$ cat config.mk
export PLATFORM = sky130hd
export DESIGN_NAME = gate_cap_counter
export DESIGN_NICKNAME = d
export VERILOG_FILES = /design/src/rtl/gcc_pkg.sv /design/src/rtl/gcc_edge_detect.sv /design/src/rtl/gcc_stage.sv /design/src/rtl/gcc_capture.sv /design/src/rtl/gate_cap_counter.sv
export SDC_FILE = /design/constraint.sdc
export NUM_CORES = 1
export LEC_CHECK = 0
export BUFFER_PORTS_ARGS = -buffer_cell sky130_fd_sc_hd__buf_2
export CAP_MARGIN = 40
export CORE_MARGIN = 2
export CORE_UTILIZATION = 45
export DETAILED_ROUTE_END_ITERATION = 12
export GPL_TIMING_DRIVEN = 0
export PLACE_DENSITY = 0.75
export SYNTH_ARGS = -nofsm -noshare
export SYNTH_HDL_FRONTEND = slang
export SYNTH_HIERARCHICAL = 1
export SYNTH_SLANG_ARGS = --single-unit
$ cat constraint.sdc
create_clock -name clk -period 6.3 [get_ports clk]
set_clock_uncertainty 0.05 [all_clocks]
set_input_delay 0.63 -clock clk [delete_from_list [all_inputs] [get_ports clk]]
set_output_delay 0.63 -clock clk [all_outputs]
set_load 0.005 [all_outputs]
$ cat src/rtl/gcc_pkg.sv
package gcc_pkg;
    localparam int unsigned GCC_HALF_W_DEF = 16;
    localparam int unsigned GCC_STAGES_DEF = 2;
    localparam int unsigned GCC_SYNC_DEF   = 2;

    function automatic logic all_set(input logic [63:0] v, input int unsigned w);
        logic r;
        r = 1'b1;
        for (int unsigned i = 0; i < 64; i++) begin
            if (i < w) r = r & v[i];
        end
        return r;
    endfunction
endpackage

$ cat src/rtl/gcc_edge_detect.sv
module gcc_edge_detect #(
    parameter int unsigned SYNC_STAGES = gcc_pkg::GCC_SYNC_DEF
) (
    input  logic clk,
    input  logic rst,
    input  logic async_in,
    output logic rise
);
    logic [SYNC_STAGES-1:0] sync_q;
    logic                   last_q;

    genvar g;
    generate
        for (g = 0; g < SYNC_STAGES; g++) begin : g_sync
            always_ff @(posedge clk) begin
                if (rst)         sync_q[g] <= 1'b0;
                else if (g == 0) sync_q[g] <= async_in;
                else             sync_q[g] <= sync_q[(g == 0) ? 0 : g-1];
            end
        end
    endgenerate

    always_ff @(posedge clk) begin
        if (rst) last_q <= 1'b0;
        else     last_q <= sync_q[SYNC_STAGES-1];
    end

    assign rise = sync_q[SYNC_STAGES-1] & ~last_q;
endmodule

$ cat src/rtl/gcc_stage.sv
module gcc_stage #(
    parameter int unsigned W = gcc_pkg::GCC_HALF_W_DEF
) (
    input  logic         clk,
    input  logic         rst,
    input  logic         step,
    output logic [W-1:0] value
);
    always_ff @(posedge clk) begin
        if (rst)       value <= '0;
        else if (step) value <= value + 1'b1;
    end
endmodule

$ cat src/rtl/gcc_capture.sv
module gcc_capture #(
    parameter int unsigned CW = 2 * gcc_pkg::GCC_HALF_W_DEF
) (
    input  logic          clk,
    input  logic          rst,
    input  logic          gate,
    input  logic          ack,
    input  logic [CW-1:0] live,
    output logic [CW-1:0] snap,
    output logic [CW-1:0] delta,
    output logic          flag
);
    always_ff @(posedge clk) begin
        if (rst) begin
            snap  <= '0;
            delta <= '0;
            flag  <= 1'b0;
        end else begin
            if (gate) begin
                snap  <= live;
                delta <= live - snap;
                flag  <= 1'b1;
            end else if (ack) begin
                flag  <= 1'b0;
            end
        end
    end
endmodule

$ cat src/rtl/gate_cap_counter.sv
module gate_cap_counter #(
    parameter int unsigned HALF_W      = gcc_pkg::GCC_HALF_W_DEF,
    parameter int unsigned SYNC_STAGES = gcc_pkg::GCC_SYNC_DEF
) (
    input  logic                  clk,
    input  logic                  rst,
    input  logic                  sig_in,
    input  logic                  gate_pulse,
    input  logic                  ack,
    output logic [2*HALF_W-1:0]   cap_count,
    output logic [2*HALF_W-1:0]   gate_delta,
    output logic                  ready
);
    localparam int unsigned NSTG = gcc_pkg::GCC_STAGES_DEF;
    localparam int unsigned CW   = NSTG * HALF_W;

    logic                  edge_rise;
    logic [NSTG-1:0]       step;
    logic [HALF_W-1:0]     stage_val [NSTG];
    logic [CW-1:0]         live_count;

    gcc_edge_detect #(.SYNC_STAGES(SYNC_STAGES)) u_edge (
        .clk(clk), .rst(rst), .async_in(sig_in), .rise(edge_rise)
    );

    genvar s;
    generate
        for (s = 0; s < NSTG; s++) begin : g_stage
            if (s == 0) begin : g_first
                assign step[s] = edge_rise;
            end else begin : g_next
                assign step[s] = step[s-1] &
                    gcc_pkg::all_set(64'(stage_val[s-1]), HALF_W);
            end
            gcc_stage #(.W(HALF_W)) u_stage (
                .clk(clk), .rst(rst), .step(step[s]), .value(stage_val[s])
            );
            assign live_count[s*HALF_W +: HALF_W] = stage_val[s];
        end
    endgenerate

    gcc_capture #(.CW(CW)) u_cap (
        .clk(clk), .rst(rst), .gate(gate_pulse), .ack(ack),
        .live(live_count), .snap(cap_count), .delta(gate_delta), .flag(ready)
    );
endmodule

After elaboration in Yosys (flattened, before gate mapping)
Index checks and enable logic that the tools add are counted.

Flip-flop bits (word level): 100. Bits of input ports: 5. Output and inout port bits: 65. Logic and storage cells: 32.

$add $sub $neg: 3. Muxes and demuxes: 2. Bitwise operators: 18. Reductions and logical operators: 1.

Operators with widths (number): $add 16x1->16 const B (2); $sub 32x32->32 (1); $and 1x1->1 (17); $mux 1 (2); $reduce_bool 2->1 (1); $not 1->1 (1).

Depth between registers and ports, before layout
Gate-level depths: netlist (run 1).

Word-level depth: 16. Mapped depth: 10. Mapped depth without buffers: 10.

Cells and area by module
The synthesis (run 1) kept the hierarchy.

By module, submodules not included: gcc_capture (instances 1, cells each 480, area an instance 4060.1 µm², seq. area each 1301.2 µm²); gcc_stage (instances 2, cells each 83, area an instance 757.0 µm², seq. area each 320.3 µm²); gcc_edge_detect (instances 1, cells each 7, area an instance 87.6 µm², seq. area each 60.1 µm²); gate_cap_counter (instances 1, cells each 6, area an instance 43.8 µm², seq. area each 0.0 µm²).

Least setup slack after synthesis (run 1)
No wires, ideal clock.

Kind: register to register. Start: reg g_stage[0].u_stage.value[0]. End: reg u_cap.delta[30]. Library setup time: 0.117 ns. Arrival time: 2.674 ns. Required time: 6.133 ns. Setup slack: 3.459 ns. Cell stages (with the launch flop): 11. Path buffers: 0. Clock period less this slack: 2.841 ns. Cell sequence: dfxtp_1 > inv_1 > ha_1 > fa_1 > and2b_1 > o2111ai_1 > a2111o_1 > a21o_1 > a211oi_2 > o21ai_0 > a32o_1.

Longest elaborated chain between the ends: 1.

RTL lines: from (decl) (RTL line gcc_stage.sv:7) `output logic [W-1:0] value`; from (signal assigned) (RTL line gcc_stage.sv:11) `else if (step) value <= value + 1'b1;`; $sub 32x32->32 (RTL line gcc_capture.sv:21) `delta <= live - snap;`; to (signal assigned) (RTL line gcc_capture.sv:21); to (decl) (RTL line gcc_capture.sv:10) `output logic [CW-1:0] delta,`.

No other way between the ends. A chain may end at the register's enable or synchronous reset.

Worst setup path in the final report (run 1)
Same ends and word-level chain as after synthesis.

==> results.env, run 1 <==
RUN_STATUS='complete, no violations'
RELSLEWSLACK_PCT=44.0
SYNTH_AREA_PER_CELL_SQ_UM=8.66
SYNTH-SEQ-AREA-SHARE_PCT=35.1
CP_MAX_FO=6
INITIAL_ANTENNA_VIOLATION_COUNT=0
RR_WORST_DEPTH=10
DIE_AREA_SQ_UM=13600
SYNTH-COMPOUND-AREA-SHARE_PCT=16.0
SYNTH.LARGEST_AREA_CELL='dfxtp_1'
SYN_INST=659
SYNTH-ASYNC-RESET-RATIO_PCT=0
TOTALPOWERFINAL_mW=1.30
CRITPATHLAUNCH='g_stage[0].u_stage/value[0]'
SYNTHDOMINANTCELLAREASHARE_PCT=35.1
RSZ_0062_RAISED_AFTER_GLOBAL_ROUTING='false'
SIGNED_AREA_CHANGE_FROM_THE_SYNTHESIZED_NETLIST_TO_THE_FINAL_LAYOUT_PCT=15.4
ROUTED_WL_UM=13900
ROUTABILITYCONGESTION=0.914
NUMBER_OF_SETUP_VIOLATIONS_IN_THE_FINAL_REPORT=0
MAPPEDNETLISTAREA_SQ_UM=5710
ANT_DIODES=0
LAYOUT.CELL_AREA.NON_FILLER_SQ_UM=6580
DIE_WIDTH_UM=117
GRT_PASS1_WL_UM=22000
DRTITER0DRC=364
SYNTH_TOP_CELLS_BY_COUNT='dfxtp_1 (100), nor2_1 (89), mux2i_1 (43)'
YOSYSMOSTFREQUENTCELL='dfxtp_1'
IOS=70
CLK_PIN_SLEW_PS=80
DRTANTENNAVIOLNETS=0
FIRST_PASS_ITERS=5
NUMBER_OF_FILL_CELLS_IN_THE_LAYOUT=1197
CRIT-REG2REG-LAUNCH='g_stage[0].u_stage/value[0]'
POST_CTS.RESIZED_INSTANCES=0
FMAX_MHz=310
YOSYS.AREA_SHARE.SIMPLE_PCT=21.1
CELL_TYPES_OCCUPYING_THE_MOST_AREA_AFTER_SYNTHESIS='dfxtp_1 (35%), mux2i_1 (7.5%), ha_1 (7.2%)'
WORST_HOLD_STARTPOINT='u_edge/sync_q[0]'
SYNTH_TOP_FAMILY_BY_AREA='simple AND/OR/NAND/NOR gates'
DETAIL_ROUTED_VIA_COUNT_PER_CELL=5.31
FP-ROW-COUNT=41
SYNTHMUXAREASHARE_PCT=8.33
SYNTH-MAIN-FF-CELL='dfxtp_1'
HPWLAFTERDP_UM=10400
PWR_DENSITY_CELL_nW_PER_UM2=198
GRT_USE_TOTAL_PCT=20.5
POSTCTSSETUPREPAIRBUFS=0
PLACED_CELL_AREA_SQ_UM=6270
YOSYSUNIQUECELLTYPES=66
CTS-ROOT-BUF='clkbuf_16'
CRIT_PATH_END_KIND='flop'
WORSTMARGINPINSLEW_PS=832
POST-ROUTE-MIN-PERIOD_PS=3230
SYNTH-WARNING-COUNT=6
CATEGORY_OF_THE_CRITICAL_SETUP_TIMING_PATH='reg2reg'
WORSTSETUPENDPOINT='u_cap/delta[30]'
HTREEDEPTH=3
HEIGHT_OF_THE_CHIP_UM=117
R2R-END='u_cap/delta[30]'
CLK_PATH_BUF_DEPTH=2
SYNTH_XOR_AREA_SHARE_PCT=6.45
POST_DRT_WL_PER_CELL_UM=15.2
HOLDPATHSTAGES=1
NNETSFINAL=778
FINAL-HOLD-VIOLATION-COUNT=0
PORT-BUFFER-COUNT=69
FLOORPLAN.INITIALDENSITY_PCT=45.6
YS_FF_LATCH=100
PERIOD_SHARE_PCT=51.3
TIMING.REG2REG.SETUP_SLACK_PS=3070
POST-PLACE-WS_PS=3110
GRT_START_MAX_NET_PINS=19
FINAL_CRITICAL_PATH_SETUP_SLACK_PS=3070
SETUP_TOTAL_NEGATIVE_SLACK_PS=0
SYNTH-ADDER-AREA-SHARE_PCT=7.59
VDD_IR_DROP_MAX_V=0.000104
CLKSINKCOUNT=100
HOLD_CLASS='reg2reg'
TIMING.CRITICAL_PATH.FROM_TYPE='flop'
CORE_AREA_SQ_UM=12500
TIMING.MAX_CAP.VIOLATIONS=0
CRIT_ARRIVAL_PS=3420
CRITICAL_PATH_REQUIRED_PS=6490
FINAL_MAX_SLEW_VIOL_COUNT=0
POSTSYNTHNETCOUNT=698
CTS_TREE='done'
GRT_REMAINING_OVERFLOW=0
TOTAL_VIAS_IN_THE_FINAL_ROUTE=4860
GRT_PASS1_VIAS=4400
SYNTH_EDF_COUNT=0
WORSTSKEWPAIRLATENCY_PS=350
RATIO_OF_CELLS_WITH_DRIVE_ABOVE_1_IN_THE_FINAL_LAYOUT_PCT=16.1
NUMCTSBUFFERS=9
CELLLEAKAGEPOWER_nW=3.04
DRT_DRC=0
POSTCTSHOLDBUFS=0
-- critical path: stages, from the launching register on --
cell and delay, ps:
dfxtp_1 520, inv_1 80, ha_1 230, fa_1 410, and2b_1 230, o2111ai_1 190, a2111o_1 500, a21o_1 230
a211oi_2 280, o21ai_0 110, a32o_1 270
-- worst min-delay path by stage --
stage | slack, ps | endpoint
global route | 410 | u_edge/sync_q[1]
global placement | 370 | u_edge/sync_q[1]
CTS | 400 | u_edge/sync_q[1]
floorplan | 360 | u_edge/sync_q[1]
detailed placement | 380 | u_edge/sync_q[1]
finish | 400 | u_edge/sync_q[1]
-- area by class of cell --
class	instances	area (sq um)	area share [%]
buffer	30	160	2.43
clock buffer	10	239	3.63
clock inverter	6	77.6	1.18
inverter	41	154	2.34
multi-input combinational	488	3390	51.5
sequential	100	2000	30.4
tap	172	215	3.27
timing repair buffer	69	345	5.25
-- state kept, by name (all words and copies together), names as in the netlist --
signal	flops
u_cap/snap	32
u_edge/last_q	1
u_cap/delta	32
g_stage.u_stage/value	32
u_edge/sync_q	2
u_cap/flag	1
-- cells by family after synthesis --
| logic type | after synthesis |
|---|---|
| flops | 100 |
| buf+inv | 71 |
| compound gates | 136 |
| simple gates | 229 |
| xor+xnor | 42 |
| mux | 47 |
| fa+ha+maj | 34 |
-- cell usage in the layout (no fill, tap or decap), types with 3 or more instances in the layout --
cell type  Yosys  final
nand3_1       15     15
clkbuf_1      21     21
o22ai_1        3      3
dfxtp_1      100    100
mux2_2         4      4
xnor2_1       23     23
nand4_1       12     12
nor2b_1        8      8
nor3_1         9      9
a32o_1         5      5
inv_1         41     41
buf_2          0     69
nor2_1        89     89
a21oi_1       34     34
clkbuf_16      0      9
o21a_1         5      5
or2_2          3      3
nand2_1       40     40
and3_1         5      5
nor4_1         7      7
and2_1         4      4
xor2_1        19     19
nand2b_1       7      7
o31ai_1        5      5
mux2i_1       43     43
ha_1          33     33
a21boi_0       3      3
a211oi_1       7      7
or3_1          7      7
a31oi_1        4      4
buf_4          5      5
o21ai_0       27     27
a21o_1        20     20
-- power breakdown --
part	internal, mW	switching [mW]	total, mW
Sequential	0.638	0.00442	0.643
Clock	0.328	0.261	0.588
Combinational	0.0287	0.0427	0.0714
Total	0.994	0.308	1.30
-- through the flow --
stage	utilization, %	std cells	hold WS [ps]
after CTS	52.6	916	397
after floorplan	-	659	364
after detailed placement	50.1	900	379
after global placement	50.1	900	369
after global routing	52.6	916	411
final	52.6	916	397
-- per-layer routing --
metal	global-route usage (%)	wire (um)	share of wire (%)
met5	0	0	0
met4	5.25	138	0.99
met3	3.43	686	4.9
met2	32.2	6180	44
met1	29.2	6910	50
Power figures use the tool's default switching activity.
==> inputs of run 2 (changes only) <==
==> constraint.sdc (replaced) <==
create_clock -name clk -period 3.2 [get_ports clk]
set_clock_uncertainty 0.05 [all_clocks]
set_input_delay 0.32 -clock clk [delete_from_list [all_inputs] [get_ports clk]]
set_output_delay 0.32 -clock clk [all_outputs]
set_load 0.005 [all_outputs]
==> run 2 against run 1 <==
  * Die area unchanged
  * Critical path depth stayed put
  * Global-route usage did not move
  * Power increased by 97%
  * Utilization grew 0.090 points
  * Sequential share of layout area is essentially flat
  * Sequential cell count is the same
  * Critical endpoint unchanged
  * Largest power group unchanged
  * Highest routed layer unchanged
==> results.env, run 2 (synthesized netlist as in run 1, its figures left out) <==
RUN_STATUS='complete, no violations'
WORSTSKEWPAIRLATENCY_PS=350
DIE_WIDTH_UM=117
GRT_USE_TOTAL_PCT=20.5
CRITICAL_PATH_REQUIRED_PS=3390
CATEGORY_OF_THE_CRITICAL_SETUP_TIMING_PATH='reg2reg'
TIMING.MAX_CAP.VIOLATIONS=0
INSTANCES_NO_FILL=916
PERIOD_SHARE_PCT=93.5
CLK_PIN_SLEW_PS=80
ANT_DIODES=0
SIGNED_AREA_CHANGE_FROM_THE_SYNTHESIZED_NETLIST_TO_THE_FINAL_LAYOUT_PCT=15.6
CRIT_ARRIVAL_PS=3180
GRT_PASS1_VIAS=4400
RR_WORST_DEPTH=10
CLK_PATH_BUF_DEPTH=2
R2R-END='u_cap/delta[30]'
NNETSFINAL=778
TOTALPOWERFINAL_mW=2.56
IOS=70
SEQCELLAREA_SQ_UM=2010
RSZ_0062_RAISED_AFTER_GLOBAL_ROUTING='false'
FINAL_COMMON_CELL='dfxtp_1'
CLKSINKCOUNT=100
LAYOUT.CELLS.MOST_COMMON_LIST='dfxtp_1 (98), nor2_1 (89), buf_2 (69), mux2i_1 (43), inv_1 (41)'
CTS_TREE='done'
CRIT-REG2REG-LAUNCH='g_stage[0].u_stage/value[0]'
WORSTPATHCELLLIST='inv_1 -> ha_1 -> fa_1 -> and2b_1 -> o2111ai_2 -> a2111o_1 -> a21o_1 -> a211oi_2 -> o21ai_0 -> a32o_1'
TIMING.CRITICAL_PATH.FROM_TYPE='flop'
CTS-ROOT-BUF='clkbuf_16'
PWR_DENSITY_CELL_nW_PER_UM2=389
POST-ROUTE-MIN-PERIOD_PS=2990
DRTANTENNAVIOLNETS=0
HEIGHT_OF_THE_CHIP_UM=117
NUMBER_OF_SETUP_VIOLATIONS_IN_THE_FINAL_REPORT=0
FP-ROW-COUNT=41
TOTAL_VIAS_IN_THE_FINAL_ROUTE=4866
FIRST_PASS_ITERS=5
FINAL-HOLD-VIOLATION-COUNT=0
ROUTED_WL_UM=13900
BIGGESTREGSBYFLOPS='g_stage.u_stage/value: 32 flops, u_cap/delta: 32 flops, u_cap/snap: 32 flops'
DIE_AREA_SQ_UM=13600
GRT_REMAINING_OVERFLOW=0
HOLDPATHSTAGES=2
FLOORPLAN.INITIALDENSITY_PCT=45.6
SLOWEST_DELAY_PS=440
CP_MAX_FO=6
DRTITER0DRC=363
MULTI_INPUT_AREA_SQ_UM=3400
CELLLEAKAGEPOWER_nW=3.05
WORSTMARGINPINSLEW_PS=832
CRIT_FAMILY='compound AO/OA/AOI/OAI gates'
MIN_TO='u_edge/sync_q[0]'
TIMING.REG2REG.SETUP_SLACK_PS=210
RATIO_OF_CELLS_WITH_DRIVE_ABOVE_1_IN_THE_FINAL_LAYOUT_PCT=16.5
DETAIL_ROUTED_VIA_COUNT_PER_CELL=5.31
FINAL_MAX_SLEW_VIOL_COUNT=0
NUMBER_OF_FILL_CELLS_IN_THE_LAYOUT=1193
HPWLAFTERDP_UM=10400
FMAX_MHz=334
HTREEDEPTH=3
CP.BUFFERS_INVERTERS=1
CRIT_PATH_TOP_DELAY_CELL='a2111o_1'
POST_DRT_WL_PER_CELL_UM=15.1
PORT-BUFFER-COUNT=69
CORE_AREA_SQ_UM=12500
NUMCTSBUFFERS=9
GRT_START_MAX_NET_PINS=19
SETUP_TOTAL_NEGATIVE_SLACK_PS=0
NUMPLACEDINSTANCES=900
CRIT_PATH_END_KIND='flop'
ROUTABILITYCONGESTION=0.914
VDD_IR_DROP_MAX_V=0.000206
DRT_DRC=0
HOLD_CLASS='in2reg'
WORST_HOLD_STARTPOINT='sig_in'
INITIAL_ANTENNA_VIOLATION_COUNT=0
GRT_PASS1_WL_UM=22000
RELSLEWSLACK_PCT=44.1
-- run 2: cell counts in the layout (fill, tap and decap cells not counted) --
Identical to the previous run, type by type.
-- run 2: per-stage QoR --
stage | setup slack (ps) | cell area [sq um] | hold slack (ps) | utilization, %
detailed placement | 13.3 | 6270 | 379 | 50.1
global route | 12.6 | 6590 | 131 | 52.7
global placement | 32.1 | 6270 | 369 | 50.1
finish | 208 | 6590 | 120 | 52.7
CTS | 89.3 | 6580 | 118 | 52.6
floorplan | 359 | 5710 | 342 | -
-- run 2: final cells by class --
class,instances,share of cell area [%]
plain buffers,30,2.43
clock buffers,10,3.62
clock inverters,6,1.18
inverters,41,2.33
multi-input cells,488,51.5
flip-flops and latches,100,30.4
well taps,172,3.26
repair buffers,69,5.24
-- run 2: power by group --
part / leakage [nW] / switching [mW] / total (mW) / internal [mW]
logic: 2.09 / 0.0840 / 0.141 / 0.0567
registers: 0.808 / 0.00867 / 1.26 / 1.26
clock network: 0.154 / 0.514 / 1.16 / 0.645
-- run 2: how the worst max path moves through the flow --
| stage | start | to | slack (ps) | cells past startpoint |
|---|---|---|---|---|
| finish | g_stage[0].u_stage/value[0] | u_cap/delta[30] | 210 | 10 |
| floorplan | g_stage[0].u_stage/value[0] | u_cap/delta[30] | 360 | 10 |
| CTS | g_stage[0].u_stage/value[1] | u_cap/delta[30] | 90 | 9 |
| global route | g_stage[0].u_stage/value[5] | g_stage[1].u_stage/value[12] | 10 | 7 |
| detailed placement | g_stage[0].u_stage/value[0] | u_cap/delta[30] | 10 | 10 |
| global placement | g_stage[0].u_stage/value[0] | u_cap/delta[30] | 30 | 10 |
-- run 2: repair_timing --
action                                 4_1_cts  5_1_grt
buffers inserted                             0        0
resized for setup                            1        3
hold buffers                                 0        0
endpoints found under the hold margin        0        0
setup endpoints to repair                    1        2
pin swaps                                    0        1
-- run 2: routing by layer --
layer	up-vias	routed length (um)	track usage, %
li1	2477	-	-
met1	2281	6870	29.2
met2	97	6240	32.2
met3	11	615	3.43
met4	0	137	5.25
met5	-	0	0
-- run 2: worst reg2reg max path, stage by stage, from the launching register on --
cell       delay [ps]
dfxtp_4           400
inv_1              60
ha_1              220
fa_1              410
and2b_1           250
o2111ai_2         160
a2111o_1          440
a21o_1            240
a211oi_2          290
o21ai_0           110
a32o_1            270
